## config.mk

```make
export PLATFORM = sky130hd
export DESIGN_NAME = sleep_ctl
export DESIGN_NICKNAME = d
export VERILOG_FILES = /design/src/rtl/sleep_ctl_pkg.sv /design/src/rtl/sleep_rst_sync.sv /design/src/rtl/sleep_sync.sv /design/src/rtl/sleep_fsm.sv /design/src/rtl/sleep_err.sv /design/src/rtl/sleep_ctl.sv
export SDC_FILE = /design/constraint.sdc
export NUM_CORES = 1
export LEC_CHECK = 0
export CAP_MARGIN = 20
export CORE_MARGIN = 10
export CORE_UTILIZATION = 25
export DETAILED_ROUTE_END_ITERATION = 8
export REMOVE_ABC_BUFFERS = 1
export SLEW_MARGIN = 30
export SYNTH_ARGS = -nofsm -noshare
export SYNTH_HDL_FRONTEND = slang
export SYNTH_SLANG_ARGS = --single-unit
export TNS_END_PERCENT = 20
```

## constraint.sdc

```tcl
create_clock -name clk -period 1.4 [get_ports clk]
set_clock_uncertainty 0.2 [all_clocks]
set_input_delay 0.21 -clock clk [delete_from_list [all_inputs] [get_ports clk]]
set_output_delay 0.21 -clock clk [all_outputs]
set_load 0.01 [all_outputs]
```

## src/rtl/sleep_ctl_pkg.sv

```systemverilog
package sleep_ctl_pkg;
  typedef enum logic [2:0] {
    ST_AWAKE = 3'd0,
    ST_ENTER = 3'd1,
    ST_SLEEP = 3'd2,
    ST_EXIT  = 3'd3,
    ST_RECOV = 3'd4
  } slp_state_t;
endpackage

```

## src/rtl/sleep_rst_sync.sv

```systemverilog
module sleep_rst_sync #(
  parameter int STAGES = 2
) (
  input  logic clk,
  input  logic rst_n,
  output logic rst_ns
);
  logic [STAGES-1:0] rs_q;
  logic [STAGES-1:0] rs_d;

  always_comb rs_d = {rs_q[STAGES-2:0], 1'b1};

  always_ff @(posedge clk or negedge rst_n) begin
    if (!rst_n) rs_q <= '0;
    else        rs_q <= rs_d;
  end

  assign rst_ns = rs_q[STAGES-1];
endmodule

```

## src/rtl/sleep_sync.sv

```systemverilog
module sleep_sync #(
  parameter int STAGES = 2
) (
  input  logic clk,
  input  logic rst_n,
  input  logic d_a,
  output logic q_s
);
  logic [STAGES-1:0] ch_q;
  logic [STAGES-1:0] ch_d;

  always_comb ch_d = {ch_q[STAGES-2:0], d_a};

  always_ff @(posedge clk or negedge rst_n) begin
    if (!rst_n) ch_q <= '0;
    else        ch_q <= ch_d;
  end

  assign q_s = ch_q[STAGES-1];
endmodule

```

## src/rtl/sleep_fsm.sv

```systemverilog
module sleep_fsm
  import sleep_ctl_pkg::*;
#(
  parameter int ENTRY_CYC = 2,
  parameter int EXIT_CYC  = 2,
  parameter int RECOV_CYC = 2
) (
  input  logic       clk,
  input  logic       rst_n,
  input  logic       req_s,
  output slp_state_t state_q,
  output logic       flush_q
);
  localparam int MAX_A = (ENTRY_CYC > EXIT_CYC) ? ENTRY_CYC : EXIT_CYC;
  localparam int MAX_C = (MAX_A > RECOV_CYC) ? MAX_A : RECOV_CYC;
  localparam int CW    = $clog2(MAX_C + 1);
  localparam logic [CW-1:0] ENT_LD = CW'(ENTRY_CYC - 2);
  localparam logic [CW-1:0] EXT_LD = CW'(EXIT_CYC - 2);
  localparam logic [CW-1:0] REC_LD = CW'(RECOV_CYC - 1);

  slp_state_t    state_d;
  logic [CW-1:0] cnt_q, cnt_d;
  logic          cnt_en;
  logic          flush_d;
  logic          cnt_zero;

  assign cnt_zero = (cnt_q == '0);

  always_comb begin
    state_d = state_q;
    cnt_d   = cnt_q;
    cnt_en  = 1'b0;
    flush_d = 1'b0;
    unique case (state_q)
      ST_AWAKE: begin
        if (req_s) begin
          state_d = ST_ENTER;
          cnt_d   = ENT_LD;
          cnt_en  = 1'b1;
        end
      end
      ST_ENTER: begin
        if (!req_s) begin
          state_d = ST_AWAKE;
        end else if (cnt_zero) begin
          state_d = ST_SLEEP;
          flush_d = 1'b1;
        end else begin
          cnt_d  = cnt_q - 1'b1;
          cnt_en = 1'b1;
        end
      end
      ST_SLEEP: begin
        if (!req_s) begin
          state_d = ST_EXIT;
          cnt_d   = EXT_LD;
          cnt_en  = 1'b1;
        end
      end
      ST_EXIT: begin
        if (req_s) begin
          state_d = ST_SLEEP;
        end else if (cnt_zero) begin
          state_d = ST_RECOV;
          cnt_d   = REC_LD;
          cnt_en  = 1'b1;
        end else begin
          cnt_d  = cnt_q - 1'b1;
          cnt_en = 1'b1;
        end
      end
      ST_RECOV: begin
        if (cnt_zero) begin
          state_d = ST_AWAKE;
        end else begin
          cnt_d  = cnt_q - 1'b1;
          cnt_en = 1'b1;
        end
      end
      default: state_d = ST_AWAKE;
    endcase
  end

  always_ff @(posedge clk or negedge rst_n) begin
    if (!rst_n) begin
      state_q <= ST_AWAKE;
      flush_q <= 1'b0;
    end else begin
      state_q <= state_d;
      flush_q <= flush_d;
    end
  end

  always_ff @(posedge clk or negedge rst_n) begin
    if (!rst_n)      cnt_q <= '0;
    else if (cnt_en) cnt_q <= cnt_d;
  end
endmodule

```

## src/rtl/sleep_err.sv

```systemverilog
module sleep_err
  import sleep_ctl_pkg::*;
#(
  parameter int N_SEL = 3
) (
  input  logic             clk,
  input  logic             rst_n,
  input  slp_state_t       state_q,
  input  logic             req_s,
  input  logic             busy_i,
  input  logic [N_SEL-1:0] sel_i,
  output logic             err_q
);
  logic viol;
  logic err_en;

  always_comb begin
    viol   = ((state_q == ST_RECOV) && (|sel_i)) ||
             ((state_q == ST_AWAKE) && req_s && busy_i);
    err_en = viol && !err_q;
  end

  always_ff @(posedge clk or negedge rst_n) begin
    if (!rst_n)      err_q <= 1'b0;
    else if (err_en) err_q <= 1'b1;
  end
endmodule

```

## src/rtl/sleep_ctl.sv

```systemverilog
module sleep_ctl
  import sleep_ctl_pkg::*;
#(
  parameter int N_SEL       = 3,
  parameter int SYNC_STAGES = 2,
  parameter int ENTRY_CYC   = 2,
  parameter int EXIT_CYC    = 2,
  parameter int RECOV_CYC   = 2
) (
  input  logic             clk,
  input  logic             rst_n,
  input  logic             sleep_req_a,
  input  logic [N_SEL-1:0] sel_i,
  input  logic             busy_i,
  output logic             sleep_o,
  output logic             flush_o,
  output logic             recov_o,
  output logic             err_o
);
  logic       rst_ns;
  logic       req_s;
  slp_state_t state_q;

  sleep_rst_sync #(.STAGES(2)) u_rst (
    .clk(clk), .rst_n(rst_n), .rst_ns(rst_ns)
  );

  sleep_sync #(.STAGES(SYNC_STAGES)) u_sync (
    .clk(clk), .rst_n(rst_ns), .d_a(sleep_req_a), .q_s(req_s)
  );

  sleep_fsm #(
    .ENTRY_CYC(ENTRY_CYC), .EXIT_CYC(EXIT_CYC), .RECOV_CYC(RECOV_CYC)
  ) u_fsm (
    .clk(clk), .rst_n(rst_ns), .req_s(req_s),
    .state_q(state_q), .flush_q(flush_o)
  );

  sleep_err #(.N_SEL(N_SEL)) u_err (
    .clk(clk), .rst_n(rst_ns), .state_q(state_q), .req_s(req_s),
    .busy_i(busy_i), .sel_i(sel_i), .err_q(err_o)
  );

  assign sleep_o = (state_q == ST_SLEEP) || (state_q == ST_EXIT);
  assign recov_o = (state_q == ST_RECOV);
endmodule

```

== Word-level counts from Yosys, hierarchy flattened ==
Cells that the tools add are included.

* Bits in registers: 11
* Bits in latches: 0
* Memory bits (writable): 0
* ROM bits: 0
* Input bits: 7
* Output and inout port bits: 4
* Logic and storage cells: 55
* Memories: 0

* Add/sub/neg operators: 1
* Multiply operators: 0
* Div/mod/pow operators: 0
* Magnitude comparators: 0
* Equality and inequality tests: 11
* Shifts and indexed selects: 0
* Muxes and demuxes: 23
* Bitwise logic cells: 0
* Reductions and logical operators: 14

{| class="wikitable"
|+ Operators with widths
! cell !! count
|-
| two-way mux 3 bit || 7
|-
| case mux 3 bit (5 select lines) || 1
|-
| two-way mux 2 bit || 6
|-
| case mux 2 bit (5 select lines) || 1
|-
| inequality test 2 bit, second input constant || 4
|-
| two-way mux 1 bit || 7
|-
| equality test 3 x 2 -> 1 bit, second input constant || 2
|-
| AND reduction 6 bit || 1
|-
| AND reduction 5 bit || 1
|-
| nonzero test 5 bit || 1
|-
| logical AND 1 bit || 4
|-
| case mux 1 bit (4 select lines) || 1
|-
| equality test 3 x 1 -> 1 bit, second input constant || 1
|-
| equality test 3 bit, second input constant || 1
|-
| zero test 3 bit || 1
|-
| inequality test 3 x 1 -> 1 bit, second input constant || 1
|-
| inequality test 3 x 2 -> 1 bit, second input constant || 1
|-
| OR reduction 3 bit || 1
|-
| zero test 2 bit || 1
|-
| logical OR 1 bit || 2
|-
| inequality test 2 x 1 -> 1 bit, second input constant || 1
|-
| OR reduction 2 bit || 1
|-
| subtractor 2 x 1 -> 2 bit, second input constant || 1
|-
| zero test 1 bit || 1
|}

== Longest topological paths before layout ==
Gate-level depths: netlist (run 1).

* Depth in word-level cells: 5
* Gate-level depth with buffers: 6
* Mapped depth without buffers: 5

== Cells and area by module ==
A second synthesis (run 1) with hierarchy kept.

* Cells, all modules: 57
* Area total of the unflattened synthesis: 596.8 µm²

{| class="wikitable"
|+ By module, submodules not included
! module !! instances !! cells an instance !! area an instance (µm²) !! seq. area each (µm²)
|-
| sleep_fsm || 1 || 45 || 406.6 || 150.1
|-
| sleep_err || 1 || 5 || 65.1 || 25.0
|-
| sleep_rst_sync || 1 || 3 || 53.8 || 50.0
|-
| sleep_sync || 1 || 2 || 50.0 || 50.0
|-
| sleep_ctl || 1 || 2 || 21.3 || 0.0
|}

== Worst setup path before layout (run 1) ==
OpenSTA, ideal clock, no wires.

* Kind: reg-to-reg
* From: register u_fsm.cnt_q[0]
* To: register u_fsm.cnt_q[1]
* Library setup time: 0.125 ns
* Arrival time: 1.444 ns
* Required time: 1.075 ns
* Slack: -0.369 ns
* Cell stages (with the launch flop): 7
* Buffers on the path: 1
* Clock period less this slack: 1.769 ns
* Path through: dfrtp_1 > inv_1 > ha_1 > clkbuf_2 > nor4b_2 > a211oi_2 > mux2_4

* Word-level cells in the longest chain between the ends: 5
* Elaborated cells between the ends (all ways): 11
* Those cells by class: add/sub: 1; mux: 8; reduce/logical: 2

{| class="wikitable"
|+ Ends and longest elaborated chain
! item !! RTL line !! source
|-
| from (decl) || sleep_fsm.sv:22 || <nowiki>logic [CW-1:0] cnt_q, cnt_d;</nowiki>
|-
| from (signal assigned) || sleep_fsm.sv:96 || <nowiki>else if (cnt_en) cnt_q <= cnt_d;</nowiki>
|-
| zero test 2 bit || sleep_fsm.sv:27 || <nowiki>assign cnt_zero = (cnt_q == '0);</nowiki>
|-
| two-way mux 1 bit || sleep_fsm.sv:45, sleep_fsm.sv:73 ||
|-
| two-way mux 1 bit || sleep_fsm.sv:43 || <nowiki>if (!req_s) begin</nowiki>
|-
| case mux 1 bit (4 select lines) || sleep_fsm.sv:34 || <nowiki>unique case (state_q)</nowiki>
|-
| AND reduction 6 bit (no source line) || -- ||
|}

Parallel ways exist; a longest one is shown, timed or not. The select of a mux whose other input is x is not followed.
A chain may end at the register's enable or synchronous reset.

== Worst setup path in the final report (run 1) ==
* From: register u_fsm.cnt_q[1]
* To: register u_fsm.cnt_q[1]

Same word-level chain as after synthesis.

==> results of run 1 <==
-- report_power, final --
part	leakage, nW	switching [W]	total (W)	internal (W)
Clock	0.0177	0.000119	0.000225	0.000106
Sequential	0.133	0.0000643	0.000453	0.000389
Combinational	0.260	0.000410	0.000933	0.000523
-- flip-flops by register name, indices dropped and copies added, names as in the netlist --
name,cells
u_err.err_q,1
u_fsm.cnt_q,2
u_fsm.flush_q,1
u_fsm.state_q,3
u_rst.rs_q,2
u_sync.ch_q,2
-- worst paths after layout --
kind	start	end	cells past startpoint
max in group asynchronous	u_rst.rs_q[1]$_DFF_PN0_	u_err.err_q$_DFFE_PN0P_	1
setup / recovery	u_fsm.cnt_q[1]$_DFFE_PN0P_	u_fsm.cnt_q[1]$_DFFE_PN0P_	5
min in group asynchronous	u_rst.rs_q[1]$_DFF_PN0_	u_sync.ch_q[1]$_DFF_PN0_	1
hold reg to reg	u_sync.ch_q[0]$_DFF_PN0_	u_sync.ch_q[1]$_DFF_PN0_	0
hold / removal	u_sync.ch_q[0]$_DFF_PN0_	u_sync.ch_q[1]$_DFF_PN0_	0
setup reg to reg	u_fsm.cnt_q[1]$_DFFE_PN0P_	u_fsm.cnt_q[1]$_DFFE_PN0P_	5
-- through the flow --
stage          total power, W  instance area, um2  utilization (%)
2_1_floorplan       0.0008844               559.3                -
3_3_place_gp         0.001192               792.0            35.46
3_5_place_dp         0.001210               792.0            35.46
4_1_cts              0.001582               887.1            39.72
5_1_grt              0.001755               922.1            41.29
6_report             0.001611               922.1            41.29
-- worst register-to-register path: stages (launching register included) --
cell and delay (ns):
dfrtp_1 0.42, inv_2 0.09, ha_4 0.16, a21boi_0 0.10, a211oi_2 0.25, mux2_4 0.32
-- layout make-up --
cell class	instances	area, um2	area share [%]
Multi-Input combinational cell	36	331.6	35.96
Sequential cell	11	275.3	29.85
Timing Repair Buffer	27	241.5	26.19
Tap cell	28	35.03	3.799
Clock buffer	3	22.52	2.442
Inverter	3	11.26	1.221
Clock inverter	1	5.005	0.5427
-- cells in the final DEF (no fill, tap or decap), types with 3 or more instances in the layout --
master           netlist  routed
buf_4                  0      11
buf_6                  2       3
clkbuf_4               0       3
dfrtp_1               11      11
clkdlybuf4s50_1        0       6
nand2_1                3       3
dlygate4sd3_1          0       3
-- kinds of logic after synthesis --
family	after synthesis	synth area share [%]
AND/OR/NAND/NOR	20	22.01
AO/OA/AOI/OAI	11	14.89
flip-flops	11	46.12
buffers and inverters	8	8.175
adder cells (fa/ha/maj)	2	4.192
other	1	0.6283
XOR/XNOR	1	1.468
multiplexers	1	2.515
-- per-layer routing --
metal | part of all wire, % | up-vias | global-route usage [%] | routed length (um)
met2 | 50 | 11 | 8.904 | 659
met1 | 43 | 221 | 8.063 | 570
met5 | 0 | - | 0 | 0
met3 | 7.1 | 0 | 3.382 | 94
li1 | - | 246 | - | -
met4 | 0 | 0 | 1.478 | 0
-- timing repair --
item                                    in CTS  in global routing
setup buffers                                1                  0
pin swaps                                    3                  2
hold buffers                                 1                  2
endpoints found under the hold margin       11                  5
endpoints found under the setup margin       7                  8
resized for setup                           21                  4
==> flow_metrics.tcl, run 1 <==
set metrics [dict create \
    status "complete, but fails checks" \
    violations "negative setup slack" \
    clock_latency_ns 0.27 \
    synth_edf_count 0 \
    yosysTopAreaCell "dfrtp_1" \
    dieArea_um2 4742 \
    syn_area_um2 596.8 \
    fp.coreArea_um2 2233 \
    rsz0062_at_grt "yes" \
    irDropWorstVdd_mv 1.182 \
    drc 0 \
    htree_levels 1 \
    drtIter0Drc 6 \
    max_cap_violations 0 \
    path_delay_family "flip-flops" \
    yosysSeqAreaShare_pct 46.12 \
    p_leak_nw 0.4109 \
    clockBufferDepth 2 \
    min_path_type "flip-flop to flip-flop" \
    fin_crit_sh_pct 117.0 \
    setup_slack_ns -0.2376 \
    place_ws_ns -0.2781 \
    synth_commonest_cells "dfrtp_1, inv_1, nand2_1" \
    initial_core_util_pct 26.72 \
    vias 478 \
    worstPathCellList "inv_2 > ha_4 > a21boi_0 > a211oi_2 > mux2_4" \
    synth_top_area_share_pct 46.12 \
    clk_pin_slew_ns 0.08 \
    cts_tree "built" \
    wirelength_mm 1.324 \
    crit_path_end_kind "flip-flop" \
    cts_buffers 3 \
    grt_pass1_vias 470 \
    layout.nets 91 \
    die_h_um 68.86 \
    worst-path-buf-inv 1 \
    vias_per_cell 4.385 \
    tns_ns -0.6484 \
    grt_pass1_wl_mm 2.228 \
    synth.most_common_cell "dfrtp_1" \
    avgSynthCellArea_um2 10.85 \
    ios 11 \
    gp_congestion 0.7214 \
    drt-wirelength-per-cell_um 12.15 \
    io_buffers 10 \
    die_w_um 68.86 \
    holdWs_ns 0.1484 \
    worst_setup_path_start_kind "flip-flop" \
    finalSetupViolCount 5 \
    hpwl_um 950.7 \
    power_density_nw_per_um2 1747 \
    crit_slowest_cell "dfrtp_1" \
    yosys_warnings 0 \
    fin_cells 109 \
    layout-drive-gt1-share_pct 40.74 \
    hold_violations 0 \
    reg2reg_slack_ns -0.24 \
    drtAntennaViolNets 0 \
    clock-sinks 11 \
    grt_usage_pct 6.254 \
    cp.arrival_ns 1.60 \
    antenna_cells 0 \
    async_flop_share_pct 100.0 \
    required_ns 1.36 \
    ys.flop_type "dfrtp_1" \
    drt_first_pass_iters 4 \
    antenna_found_initial 0 \
    fillers 233 \
    grt-ovfl-total 0 \
    cpPeakStageDelay_ns 0.42 \
    grt_start_max_net_pins 12 \
    synth_cells 55 \
    period_needed_ns 1.638 \
    ys_ff_latch 11 \
    critPathKind "flip-flop to flip-flop" \
    maxSlewViolCount 0 \
    crit_fanout 3 \
    fmax_mhz 610.7 \
    area_growth_pct 54.51 \
    place_inst 101 \
    cts_root_buf "clkbuf_4" \
    fp-row-count 17 \
    synth_area_leaders "dfrtp_1, ha_1, buf_6" \
    synthDistinctLibCells 31 \
]
No activity file was read; power rests on OpenSTA's default activity.
==> run 2, diff against run 1 <==
GPL_TIMING_DRIVEN = 0   (was default)
==> run 2 against run 1 <==
Net effect: the flow finishes with violations (negative hold slack, negative setup slack); clock power down 2%; non-clock buffer count is 7 lower; register-to-register slack got worse by 0.02 ns; cell area fell by 8.8%; via count down 0.84%; combinational power shrank 6.3%.
==> flow_metrics.tcl, run 2 (synthesized netlist as in run 1, its figures left out) <==
set metrics [dict create \
    fp.coreArea_um2 2233 \
    cts_tree "built" \
    grt_pass1_wl_mm 2.104 \
    htree_levels 1 \
    max_cap_violations 0 \
    period_needed_ns 1.655 \
    clock_latency_ns 0.27 \
    cts_root_buf "clkbuf_4" \
    clockBufferDepth 2 \
    crit_fanout 2 \
    fmax_mhz 604.3 \
    holdWs_ns -0.05018 \
    tns_ns -0.5943 \
    fp-row-count 17 \
    rsz0062_at_grt "yes" \
    p_leak_nw 0.3725 \
    clock-sinks 11 \
    irDropWorstVdd_mv 0.8040 \
    path_delay_family "flip-flops" \
    drtIter0Drc 7 \
    hpwl_um 828.2 \
    drt_first_pass_iters 4 \
    worst-path-buf-inv 1 \
    vias 474 \
    grt_usage_pct 5.831 \
    violations "negative hold slack, negative setup slack" \
    holdBufCountCts 1 \
    hold_violations 9 \
    drtAntennaViolNets 0 \
    worst_setup_path_start_kind "flip-flop" \
    wirelength_mm 1.335 \
    fillers 226 \
    setup_slack_ns -0.2548 \
    grt_pass1_vias 483 \
    status "complete, but fails checks" \
    clk_pin_slew_ns 0.07 \
    largest-register "u_fsm.state_q" \
    cts_buffers 3 \
    die_w_um 68.86 \
    power_density_nw_per_um2 1873 \
    grt-ovfl-total 0 \
    crit_slowest_cell "dfrtp_1" \
    cp.arrival_ns 1.62 \
    fin_cells 102 \
    maxSlewViolCount 0 \
    min_path_type "flip-flop to async pin" \
    antenna_found_initial 0 \
    fin_crit_sh_pct 118.2 \
    final_common_cell "dfrtp_1" \
    area_growth_pct 40.88 \
    finalSetupViolCount 4 \
    finalCoreUtilization_pct 37.65 \
    dieArea_um2 4742 \
    gp_congestion 0.7186 \
    die_h_um 68.86 \
    required_ns 1.36 \
    layout.nets 84 \
    vias_per_cell 4.647 \
    io_buffers 10 \
    crit_path_end_kind "flip-flop" \
    mostFrequentLayoutCells "dfrtp_1, clkdlybuf4s50_1, buf_4" \
    critPathKind "flip-flop to flip-flop" \
    grt_start_max_net_pins 11 \
    initial_core_util_pct 26.72 \
    antenna_cells 0 \
    drt-wirelength-per-cell_um 13.09 \
    layout-drive-gt1-share_pct 36.49 \
    drc 0 \
    ios 11 \
    largest_reg_flops 3 \
    worstPathCellList "buf_4 > ha_1 > nand2b_1 > a32o_1 > mux2_4" \
    cpPeakStageDelay_ns 0.39 \
    place_inst 88 \
]
[run 2: layout make-up]
| type | instances | area [um2] | share of cell area [%] |
|---|---|---|---|
| Clock buffer | 3 | 22.52 | 2.679 |
| Clock inverter | 1 | 5.005 | 0.5952 |
| Inverter | 3 | 11.26 | 1.339 |
| Multi-Input combinational cell | 36 | 311.5 | 37.05 |
| Sequential cell | 11 | 279.0 | 33.18 |
| Tap cell | 28 | 35.03 | 4.167 |
| Timing Repair Buffer | 20 | 176.4 | 20.98 |
[run 2: final timing paths]
kind | from | end | slack [ns] | depth (start not counted)
max | u_fsm.cnt_q[1]$_DFFE_PN0P_ | u_fsm.cnt_q[1]$_DFFE_PN0P_ | -0.25 | 5
min | u_rst.rs_q[1]$_DFF_PN0_ | u_sync.ch_q[1]$_DFF_PN0_ | -0.05 | 0
max reg2reg | u_fsm.cnt_q[1]$_DFFE_PN0P_ | u_fsm.cnt_q[1]$_DFFE_PN0P_ | -0.25 | 5
min reg2reg | u_rst.rs_q[1]$_DFF_PN0_ | u_sync.ch_q[1]$_DFF_PN0_ | -0.05 | 0
max in group asynchronous | rst_n | u_rst.rs_q[1]$_DFF_PN0_ | 0.45 | 2
min in group clk | u_rst.rs_q[0]$_DFF_PN0_ | u_rst.rs_q[1]$_DFF_PN0_ | 0.16 | 0
[run 2: stage by stage]
stage	hold WS [ns]	instance area, um2	worst slack (ns)	power, W
3_5_place_dp	-0.03156	694.4	-0.5614	0.001050
4_1_cts	-0.03478	800.8	-0.2404	0.001467
6_report	-0.05018	840.8	-0.2548	0.001575
3_3_place_gp	-0.04022	694.4	-0.5847	0.001026
5_1_grt	-0.009413	840.8	-0.2811	0.001692
2_1_floorplan	-0.2856	559.3	-0.3192	0.0008844
[run 2: routing by layer]
layer  routed length, um  up-vias  part of all wire (%)  track usage, %
met1                 552      230                    41           6.395
met3                  57        4                   4.3           2.254
li1                    -      231                     -               -
met5                   0        -                     0               0
met4                  28        0                   2.1           2.956
met2                 697        9                    52           9.589
[run 2: where the power goes]
group	switching [W]	internal, W
Combinational	0.000395	0.000478
Clock	0.000115	0.000106
Sequential	0.0000845	0.000396
Total	0.000595	0.000980
[run 2: repair_timing]
item                                   in CTS  in global routing
setup endpoints to repair                   9                  8
resized for setup                          20                  5
endpoints found under the hold margin      11                  9
pin swaps                                   4                  2
buffers inserted                            6                  3
==> run 3, diff against run 2 <==
ABC_AREA = 1   (was default)
==> run 3 against run 2 <==
Net effect: the run ends with negative setup slack left; sequential power shrank 7.1%; flip-flop and latch count unchanged; register-to-register slack improved by 0.22 ns; largest power group unchanged.
==> flow_metrics.tcl, run 3 <==
set metrics [dict create \
    synth_cells 72 \
    maxSlewViolCount 0 \
    cts_tree "built" \
    p_leak_nw 0.4073 \
    synth_commonest_cells "nand2_1, dfrtp_1, inv_1" \
    fin_crit_sh_pct 102.3 \
    fp-row-count 17 \
    dieArea_um2 4642 \
    hold_violations 0 \
    final_common_cell "nand2_1" \
    die_h_um 68.14 \
    min_path_type "flip-flop to flip-flop" \
    synthDistinctLibCells 18 \
    ys.flop_type "dfrtp_1" \
    period_needed_ns 1.432 \
    yosys_warnings 0 \
    clk_pin_slew_ns 0.07 \
    p_sw_w 0.0005814 \
    met2_usage_pct 9.419 \
    grt_pass1_vias 546 \
    fp.coreArea_um2 2212 \
    io_buffers 10 \
    irDropWorstVdd_mv 0.8668 \
    yosysSeqAreaShare_pct 47.52 \
    mostFrequentLayoutCells "nand2_1, dfrtp_1, clkdlybuf4s50_1, inv_1" \
    synth_edf_count 0 \
    htree_levels 1 \
    vias_per_cell 4.364 \
    die_w_um 68.14 \
    violations "negative setup slack" \
    area_growth_pct 44.92 \
    antenna_found_initial 0 \
    setup_slack_ns -0.03196 \
    drc 0 \
    max_cap_violations 0 \
    cp.arrival_ns 1.02 \
    drt-wirelength-per-cell_um 10.95 \
    pwr-share-clk_pct 14.5 \
    critPathKind "flip-flop to output pin" \
    gr-max-usage-layer "met2" \
    finalSetupViolCount 5 \
    gp_congestion 0.8302 \
    grt-ovfl-total 0 \
    initial_core_util_pct 26.19 \
    placed_area_um2 714.4 \
    grt_pass1_wl_mm 2.139 \
    vias 528 \
    cts_root_buf "clkbuf_4" \
    avgSynthCellArea_um2 8.046 \
    drt_first_pass_iters 4 \
    largest-register "u_fsm.state_q" \
    crit_path_end_kind "output pin" \
    grt_util_met3_pct 2.121 \
    hpwl_um 980.9 \
    status "complete, but fails checks" \
    clock-sinks 11 \
    internal_power_w 0.0008086 \
    finalCoreUtilization_pct 37.95 \
    largest_reg_flops 3 \
    required_ns 0.99 \
    drtAntennaViolNets 0 \
    async_flop_share_pct 100.0 \
    syn_area_um2 579.3 \
    crit_fanout 6 \
    swShare_pct 41.83 \
    antenna_cells 0 \
    clock_latency_ns 0.25 \
    ios 11 \
    layout-drive-gt1-share_pct 31.18 \
    clockBufferDepth 2 \
    finalInstanceArea_um2 839.6 \
    grt_usage_pct 5.861 \
    cts_buffers 3 \
    rsz0062_at_grt "yes" \
    ys_ff_latch 11 \
    synth_area_leaders "dfrtp_1, nand2_1, inv_1" \
    synth.most_common_cell "nand2_1" \
    layout.nets 103 \
    power_frac_seq_pct 32.1 \
    wirelength_mm 1.325 \
    yosysTopAreaCell "dfrtp_1" \
    grt_start_max_net_pins 10 \
    comb_power_share_pct 53.3 \
    drtIter0Drc 6 \
    synth_top_area_share_pct 47.52 \
    fmax_mhz 698.3 \
    grtUsageMet1_pct 6.598 \
    worst_setup_path_start_kind "flip-flop" \
    power_density_nw_per_um2 1656 \
]
run 3: changes by cell type in the layout (fill, tap and decap cells not counted), moves of 3 or more:
cell	before	now
nand2_1	3	19
nand2_2	0	4
nor2_2	0	3
o21ai_1	0	4
inv_1	1	5
nand3_1	1	4
run 3: logic make-up (layout without fill, tap and decap cells):
group / count (synthesis) / after routing / synth area share [%]
AND/OR/NAND/NOR: 38 / 38 / 30.89
adder cells (fa/ha/maj): 2 / 2 / 4.319
buffers and inverters: 10 / 31 / 6.480
other: 1 / 1 / 0.6473
flip-flops: 11 / 11 / 47.52
AO/OA/AOI/OAI: 10 / 10 / 10.15
run 3: power by group through the flow:
stage / Clock [W] / Combinational (W) / Sequential (W)
6_report: 0.000202 / 0.000741 / 0.000446
4_1_cts: 0.000209 / 0.000678 / 0.000444
3_3_place_gp: 0 / 0.000538 / 0.000466
5_1_grt: 0.000230 / 0.000833 / 0.000457
2_1_floorplan: 0 / 0.000402 / 0.000458
3_5_place_dp: 0 / 0.000557 / 0.000470
run 3: path summary, 6_finish.rpt:
check                                             start                           end  slack (ns)  cells after the start
min in group asynchronous                         rst_n       u_rst.rs_q[0]$_DFF_PN0_        0.45                      2
setup reg to reg           u_fsm.state_q[2]$_DFFE_PN0P_  u_fsm.state_q[2]$_DFFE_PN0P_       -0.03                      7
setup / recovery           u_fsm.state_q[2]$_DFFE_PN0P_                       recov_o       -0.03                      3
hold / removal                  u_rst.rs_q[0]$_DFF_PN0_       u_rst.rs_q[1]$_DFF_PN0_        0.15                      0
max in group asynchronous       u_rst.rs_q[1]$_DFF_PN0_  u_fsm.state_q[2]$_DFFE_PN0P_        0.19                      1
hold reg to reg                 u_rst.rs_q[0]$_DFF_PN0_       u_rst.rs_q[1]$_DFF_PN0_        0.15                      0
run 3: cell type report:
type | count | area, um2
tap | 28 | 35.03
clock buffer | 4 | 26.28
inverter | 10 | 40.04
fill | 224 | 1373
multi-input combinational | 51 | 306.5
timing repair buffer | 17 | 155.1
sequential | 11 | 276.5
run 3: through the flow:
| step | hold WS [ns] | total power (W) | TNS, ns | cells | setup WS (ns) |
|---|---|---|---|---|---|
| 5_1_grt | 0.1594 | 0.001521 | -0.5064 | 121 | -0.1011 |
| 2_1_floorplan | -0.2856 | 0.0008600 | 0 | 72 | 0.09510 |
| 6_report | 0.1525 | 0.001390 | -0.08263 | 121 | -0.03196 |
| 3_5_place_dp | -0.04221 | 0.001027 | -0.7107 | 110 | -0.3406 |
| 4_1_cts | 0.1568 | 0.001332 | -0.2666 | 118 | -0.1281 |
| 3_3_place_gp | -0.04759 | 0.001004 | -0.5752 | 110 | -0.3259 |
run 3: timing repair:
item	in CTS	in global routing
resized for setup	18	12
pin swaps	1	3
setup buffers	2	3
endpoints found under the hold margin	11	0
endpoints found under the setup margin	7	7
hold buffers	2	0
run 3: layer usage:
layer,routed length (um),share of wire (%)
met1,607,46
met2,640,48
met3,73,5.5
met4,4,0.30
met5,0,0
run 3: critical path: stages, from the launching register on:
cell and delay, ns:
dfrtp_2 0.47, nand3_4 0.13, inv_4 0.04, buf_6 0.11
